<file path="config.mk">
export PLATFORM = sky130hd
export DESIGN_NAME = pci_rsc_xlate
export DESIGN_NICKNAME = d
export VERILOG_FILES = /design/src/rtl/pci_xlate_pkg.sv /design/src/rtl/pci_rsc_match.sv /design/src/rtl/pci_rsc_walk.sv /design/src/rtl/pci_rsc_xlate.sv
export SDC_FILE = /design/constraint.sdc
export NUM_CORES = 1
export LEC_CHECK = 0
export ABC_AREA = 1
export CORE_UTILIZATION = 55
export CTS_BUF_LIST = sky130_fd_sc_hd__clkbuf_8
export DETAILED_ROUTE_END_ITERATION = 8
export PLACE_DENSITY = 0.77
export SYNTH_ARGS = -nofsm -noshare
export SYNTH_HDL_FRONTEND = slang
export SYNTH_HIERARCHICAL = 1
export SYNTH_SLANG_ARGS = --single-unit
</file>
<file path="constraint.sdc">
create_clock -name clk -period 13.8 [get_ports clk]
set_clock_uncertainty 0.15 [all_clocks]
set_input_delay 2.76 -clock clk [delete_from_list [all_inputs] [get_ports clk]]
set_output_delay 2.76 -clock clk [all_outputs]
set_load 0.01 [all_outputs]
</file>
<file path="src/rtl/pci_xlate_pkg.sv">
package pci_xlate_pkg;

  localparam int WORD_W   = 32;
  localparam int DESC_WDS = 5;

  typedef struct packed {
    logic [15:0]       link;
    logic [15:0]       flags;
    logic [WORD_W-1:0] start;
    logic [WORD_W-1:0] length;
    logic [WORD_W-1:0] cpu_off;
    logic [WORD_W-1:0] dma_off;
  } rsc_desc_t;

  typedef enum logic [1:0] {
    ST_IDLE  = 2'd0,
    ST_FETCH = 2'd1,
    ST_EVAL  = 2'd2
  } walk_st_t;

  localparam int FL_LAST = 15;
  localparam int FL_IO   = 14;
  localparam int FL_ROM  = 13;

endpackage

</file>
<file path="src/rtl/pci_rsc_match.sv">
module pci_rsc_match
  import pci_xlate_pkg::*;
(
  input  rsc_desc_t         desc,
  input  logic [WORD_W-1:0] addr,
  output logic              hit,
  output logic [WORD_W-1:0] cpu_addr,
  output logic [WORD_W-1:0] dma_addr,
  output logic              direct_ok
);

  logic [WORD_W:0] win_end;
  logic            lower_ok;
  logic            upper_ok;
  logic            malformed;

  always_comb begin
    win_end   = {1'b0, desc.start} + {1'b0, desc.length};
    lower_ok  = addr >= desc.start;
    upper_ok  = {1'b0, addr} < win_end;
    malformed = desc.flags[FL_IO] & desc.flags[FL_ROM];
    hit       = (desc.start != '0) & lower_ok & upper_ok & ~malformed;
    cpu_addr  = addr + desc.cpu_off;
    dma_addr  = addr + desc.dma_off;
    direct_ok = desc.flags[3:0] <= 4'd2;
  end

endmodule

</file>
<file path="src/rtl/pci_rsc_walk.sv">
module pci_rsc_walk
  import pci_xlate_pkg::*;
#(
  parameter int PTR_W    = 10,
  parameter int MAX_DESC = 16
) (
  input  logic              clk,
  input  logic              rst,
  input  logic              req_valid,
  output logic              req_ready,
  input  logic [WORD_W-1:0] req_addr,
  input  logic [PTR_W-1:0]  req_ptr,
  output logic              mem_rd_en,
  output logic [PTR_W-3:0]  mem_addr,
  input  logic [WORD_W-1:0] mem_rdata,
  output rsc_desc_t         desc_q,
  output logic [WORD_W-1:0] addr_q,
  input  logic              m_hit,
  input  logic [WORD_W-1:0] m_cpu,
  input  logic [WORD_W-1:0] m_dma,
  input  logic              m_direct,
  output logic              res_valid,
  output logic              res_hit,
  output logic              res_err,
  output logic [WORD_W-1:0] res_cpu_addr,
  output logic [WORD_W-1:0] res_dma_addr,
  output logic [3:0]        res_order,
  output logic              res_direct,
  output logic [2:0]        res_width,
  output logic              res_io,
  output logic              res_rom
);

  localparam int WA_W  = PTR_W - 2;
  localparam int CNT_W = $clog2(MAX_DESC + 1);
  localparam int IDX_W = $clog2(DESC_WDS + 1);

  walk_st_t          state;
  logic [IDX_W-1:0]  idx;
  logic [PTR_W-1:0]  cur_ptr;
  logic [CNT_W-1:0]  cnt;
  logic              bad_link;
  logic              at_cap;

  assign req_ready = (state == ST_IDLE);

  always_comb begin
    mem_rd_en = (state == ST_FETCH) && (idx < IDX_W'(DESC_WDS));
    mem_addr  = cur_ptr[PTR_W-1:2] + WA_W'(idx);
    bad_link  = (desc_q.link == 16'd0) || (desc_q.link[1:0] != 2'b00);
    at_cap    = (cnt == CNT_W'(MAX_DESC - 1));
  end

  always_ff @(posedge clk) begin
    if (state == ST_FETCH && idx != '0) begin
      case (idx)
        IDX_W'(1): {desc_q.link, desc_q.flags} <= mem_rdata;
        IDX_W'(2): desc_q.start   <= mem_rdata;
        IDX_W'(3): desc_q.length  <= mem_rdata;
        IDX_W'(4): desc_q.cpu_off <= mem_rdata;
        default:   desc_q.dma_off <= mem_rdata;
      endcase
    end
  end

  always_ff @(posedge clk) begin
    if (rst) begin
      state        <= ST_IDLE;
      idx          <= '0;
      cur_ptr      <= '0;
      cnt          <= '0;
      addr_q       <= '0;
      res_valid    <= 1'b0;
      res_hit      <= 1'b0;
      res_err      <= 1'b0;
      res_cpu_addr <= '0;
      res_dma_addr <= '0;
      res_order    <= '0;
      res_direct   <= 1'b0;
      res_width    <= '0;
      res_io       <= 1'b0;
      res_rom      <= 1'b0;
    end else begin
      res_valid <= 1'b0;
      case (state)
        ST_IDLE: begin
          if (req_valid) begin
            state   <= ST_FETCH;
            idx     <= '0;
            cnt     <= '0;
            cur_ptr <= {req_ptr[PTR_W-1:2], 2'b00};
            addr_q  <= req_addr;
          end
        end
        ST_FETCH: begin
          idx <= idx + 1'b1;
          if (idx == IDX_W'(DESC_WDS)) state <= ST_EVAL;
        end
        default: begin
          if (m_hit || desc_q.flags[FL_LAST] || bad_link || at_cap) begin
            state        <= ST_IDLE;
            res_valid    <= 1'b1;
            res_hit      <= m_hit;
            res_err      <= ~m_hit & ~desc_q.flags[FL_LAST];
            res_cpu_addr <= m_hit ? m_cpu : '0;
            res_dma_addr <= m_hit ? m_dma : '0;
            res_order    <= m_hit ? desc_q.flags[3:0] : 4'd0;
            res_direct   <= m_hit & m_direct;
            res_width    <= m_hit ? desc_q.flags[10:8] : 3'd0;
            res_io       <= m_hit & desc_q.flags[FL_IO];
            res_rom      <= m_hit & desc_q.flags[FL_ROM];
          end else begin
            state   <= ST_FETCH;
            idx     <= '0;
            cnt     <= cnt + 1'b1;
            cur_ptr <= cur_ptr + PTR_W'(desc_q.link);
          end
        end
      endcase
    end
  end


  one_pulse_chk: assert property (@(posedge clk) disable iff (rst)
    res_valid |=> !res_valid);


  busy_ready_chk: assert property (@(posedge clk) disable iff (rst)
    mem_rd_en |-> !req_ready);


  accept_busy_chk: assert property (@(posedge clk) disable iff (rst)
    (req_valid && req_ready) |=> !req_ready);


  walk_bound_chk: assert property (@(posedge clk) disable iff (rst)
    (state == ST_EVAL) |-> (cnt < CNT_W'(MAX_DESC)));


  last_stop_chk: assert property (@(posedge clk) disable iff (rst)
    (state == ST_EVAL && desc_q.flags[FL_LAST]) |=> (state == ST_IDLE && res_valid));


  hit_nonzero_chk: assert property (@(posedge clk) disable iff (rst)
    (res_valid && res_hit) |-> (desc_q.start != '0 && !res_err));

endmodule

</file>
<file path="src/rtl/pci_rsc_xlate.sv">
module pci_rsc_xlate
  import pci_xlate_pkg::*;
#(
  parameter int PTR_W    = 10,
  parameter int MAX_DESC = 16
) (
  input  logic              clk,
  input  logic              rst,
  input  logic              req_valid,
  output logic              req_ready,
  input  logic [31:0]       req_addr,
  input  logic [PTR_W-1:0]  req_ptr,
  output logic              mem_rd_en,
  output logic [PTR_W-3:0]  mem_addr,
  input  logic [31:0]       mem_rdata,
  output logic              res_valid,
  output logic              res_hit,
  output logic              res_err,
  output logic [31:0]       res_cpu_addr,
  output logic [31:0]       res_dma_addr,
  output logic [3:0]        res_order,
  output logic              res_direct,
  output logic [2:0]        res_width,
  output logic              res_io,
  output logic              res_rom
);

  rsc_desc_t         desc_q;
  logic [WORD_W-1:0] addr_q;
  logic              m_hit;
  logic [WORD_W-1:0] m_cpu;
  logic [WORD_W-1:0] m_dma;
  logic              m_direct;

  pci_rsc_match u_match (
    .desc      (desc_q),
    .addr      (addr_q),
    .hit       (m_hit),
    .cpu_addr  (m_cpu),
    .dma_addr  (m_dma),
    .direct_ok (m_direct)
  );

  pci_rsc_walk #(.PTR_W(PTR_W), .MAX_DESC(MAX_DESC)) u_walk (
    .clk          (clk),
    .rst          (rst),
    .req_valid    (req_valid),
    .req_ready    (req_ready),
    .req_addr     (req_addr),
    .req_ptr      (req_ptr),
    .mem_rd_en    (mem_rd_en),
    .mem_addr     (mem_addr),
    .mem_rdata    (mem_rdata),
    .desc_q       (desc_q),
    .addr_q       (addr_q),
    .m_hit        (m_hit),
    .m_cpu        (m_cpu),
    .m_dma        (m_dma),
    .m_direct     (m_direct),
    .res_valid    (res_valid),
    .res_hit      (res_hit),
    .res_err      (res_err),
    .res_cpu_addr (res_cpu_addr),
    .res_dma_addr (res_dma_addr),
    .res_order    (res_order),
    .res_direct   (res_direct),
    .res_width    (res_width),
    .res_io       (res_io),
    .res_rom      (res_rom)
  );

endmodule

</file>
==> run summary <==
Status - finished, final reports clean
Antenna Nets Post-Route - 0
Slew Viols, Final - 0
CP delay by family, top - buffers and inverters
Post-synthesis cell count - 2104
Final WL - 49.2 mm
CP peak stage delay - 0.55 ns
Setup crit end kind - output port
Via-to-Cell Ratio - 5.64
Pwr dens - 95.9 nW/um^2
Num ports - 164
Mapped cell area - 17500 sq um
DRC Markers - 0
Final worst slack - 8.10 ns
Final HPWL DP - 38.2 mm
Die Y - 180 microns
Most common cell on crit path - nor2_1
Cell Rows - 64
Detailed-route via count - 15312
Worst-path clk slew - 0.06 ns
WS Path Type - flip-flop to output port
Buffers on Ports - 161
RSZ-0062 raised after global routing - false
Maximum clock rate - 0.175 GHz
Crit Path Max Fanout - 4
Total CTS buffers - 47
Die extent in x - 180 microns
Worst-margin pin slew - 1.05 ns
Final hold viol count - 0
Vias in the first global route - 14685
Post_cts resized - 0
Wire per inst - 18.1 microns
Final Wtd Congestion - 0.922
Root Driver - clkbuf_8
Critical path cell sequence - ha_1 > inv_1 > fa_1 > nor2_1 > o21ai_0 > nor2_1 > nand2_1 > xnor2_1 > clkdlybuf4s50_1
Net count after synthesis - 2362
CTS tree - built
Final Cycle Share - 41.3%
Area Overhead vs Synth - 15.7%
Global-route wire length before repair - 77.1 mm
Leak - 0.00861 uW
Place WS - 8.57 ns
Clk_lat worst skew - 0.57 ns
All-layer global routing usage - 30.2%
Critical-path top delay cell - clkdlybuf4s50_1
Total Die Area - 32500 sq um
Drt pass-1 iters - 9
Synth Warn # - 6
Grt ovf - 0
Nets - 2541
Drt initial violations - 1333
Min-delay worst type - flip-flop to flip-flop
Hold buffers post-CTS - 0
Core outline area - 30900 sq um
Worst setup SP type - flip-flop
Setup TNS - 0 ns
CTS H-tree lvls - 2
Final min period - 5.70 ns
Crit path required time - 10.89 ns
Share of post-route cells with drive strength above 1 - 7.07%
Post-CTS Setup Inserts - 0
Clock tree sinks - 283
Worst slew margin - 29.7%
Starting Density - 56.6%
MaxCap Viol Count - 0
Crit path DAT - 2.79 ns
Clock buffer depth - 3
Worst path buffer plus inverter count - 2
Pin count of the biggest net entering global routing - 80
Syn avg cell area - 8.31 sq um
Endpoints failing setup - 0
Initial antenna violation count - 1
Max VDD drop - 0.0761 mV
ANT cells - 0
[cell usage in the layout (no fill, tap or decap), types with 36 or more instances in the layout]
cell and count:
nand3_1 64, edfxtp_1 154, ha_1 176, xnor2_1 36, clkbuf_8 47, inv_1 233
dfxtp_1 129, xor2_1 49, nand2_1 481, o21ai_0 90, nor2_1 227, clkdlybuf4s50_1 160
a21oi_1 207
[per-layer routing]
layer | vias to the layer above | global-route usage (%) | wire length, microns
li1 | 7431 | - | -
met1 | 7210 | 42.3 | 22000
met2 | 566 | 48.7 | 22400
met3 | 105 | 3.35 | 3380
met4 | 0 | 10.2 | 1450
met5 | - | 0 | 0
[final timing paths]
kind / from / to / slack (ns) / cells after the start
worst max-delay path: u_walk/idx[0] / mem_addr[6] / 8.10 / 9
worst min-delay path: u_walk/res_err / u_walk/res_err / 0.31 / 2
worst max register to register: u_walk/desc_q[96] / u_walk/res_width[1] / 8.47 / 31
worst min register to register: u_walk/res_err / u_walk/res_err / 0.31 / 2
[metrics by stage]
step / hold slack [ns] / std cells / area, sq um / power [uW] / util (%)
6_report: 0.310 / 2716 / 20200 / 1940 / 65.5
5_1_grt: 0.326 / 2716 / 20200 / 2030 / 65.5
4_1_cts: 0.311 / 2716 / 20200 / 1950 / 65.5
3_5_place_dp: 0.303 / 2630 / 19400 / 1280 / 62.8
3_3_place_gp: 0.302 / 2630 / 19400 / 1270 / 62.8
2_1_floorplan: 0.295 / 2104 / 17500 / 1160 / -
[state kept, by name, summed over array words and instances, names as in the netlist]
signal               count
u_walk/addr_q           32
u_walk/idx               3
u_walk/res_valid         1
u_walk/res_rom           1
u_walk/res_err           1
u_walk/state             2
u_walk/res_io            1
u_walk/desc_q          154
u_walk/res_cpu_addr     32
u_walk/res_direct        1
u_walk/res_order         4
u_walk/res_width         3
u_walk/cur_ptr          10
u_walk/res_dma_addr     32
u_walk/res_hit           1
u_walk/cnt               5
[report_power, final]
part | internal (uW) | leakage (uW) | switching, uW
clock network | 337 | 0.000494 | 337
logic | 124 | 0.00568 | 208
registers | 907 | 0.00244 | 28.8
total | 1370 | 0.00861 | 574
[worst min-delay path, delay by kind of cell (launching register included)]
| family | cells | cell delay, ns |
|---|---|---|
| and+or+nand+nor | 1 | 0.06 |
| AOI/OAI and AO/OA | 1 | 0.05 |
| DFF | 1 | 0.31 |
[layout make-up]
cell class / instances / area (sq um)
tap: 396 / 495
fill: 2670 / 10700
clock inverter: 39 / 193
sequential: 283 / 7210
inverter: 216 / 811
clock buffer: 47 / 647
timing repair buffer: 170 / 1680
multi-input combinational: 1565 / 9220
(Power assumes the default switching activity.)
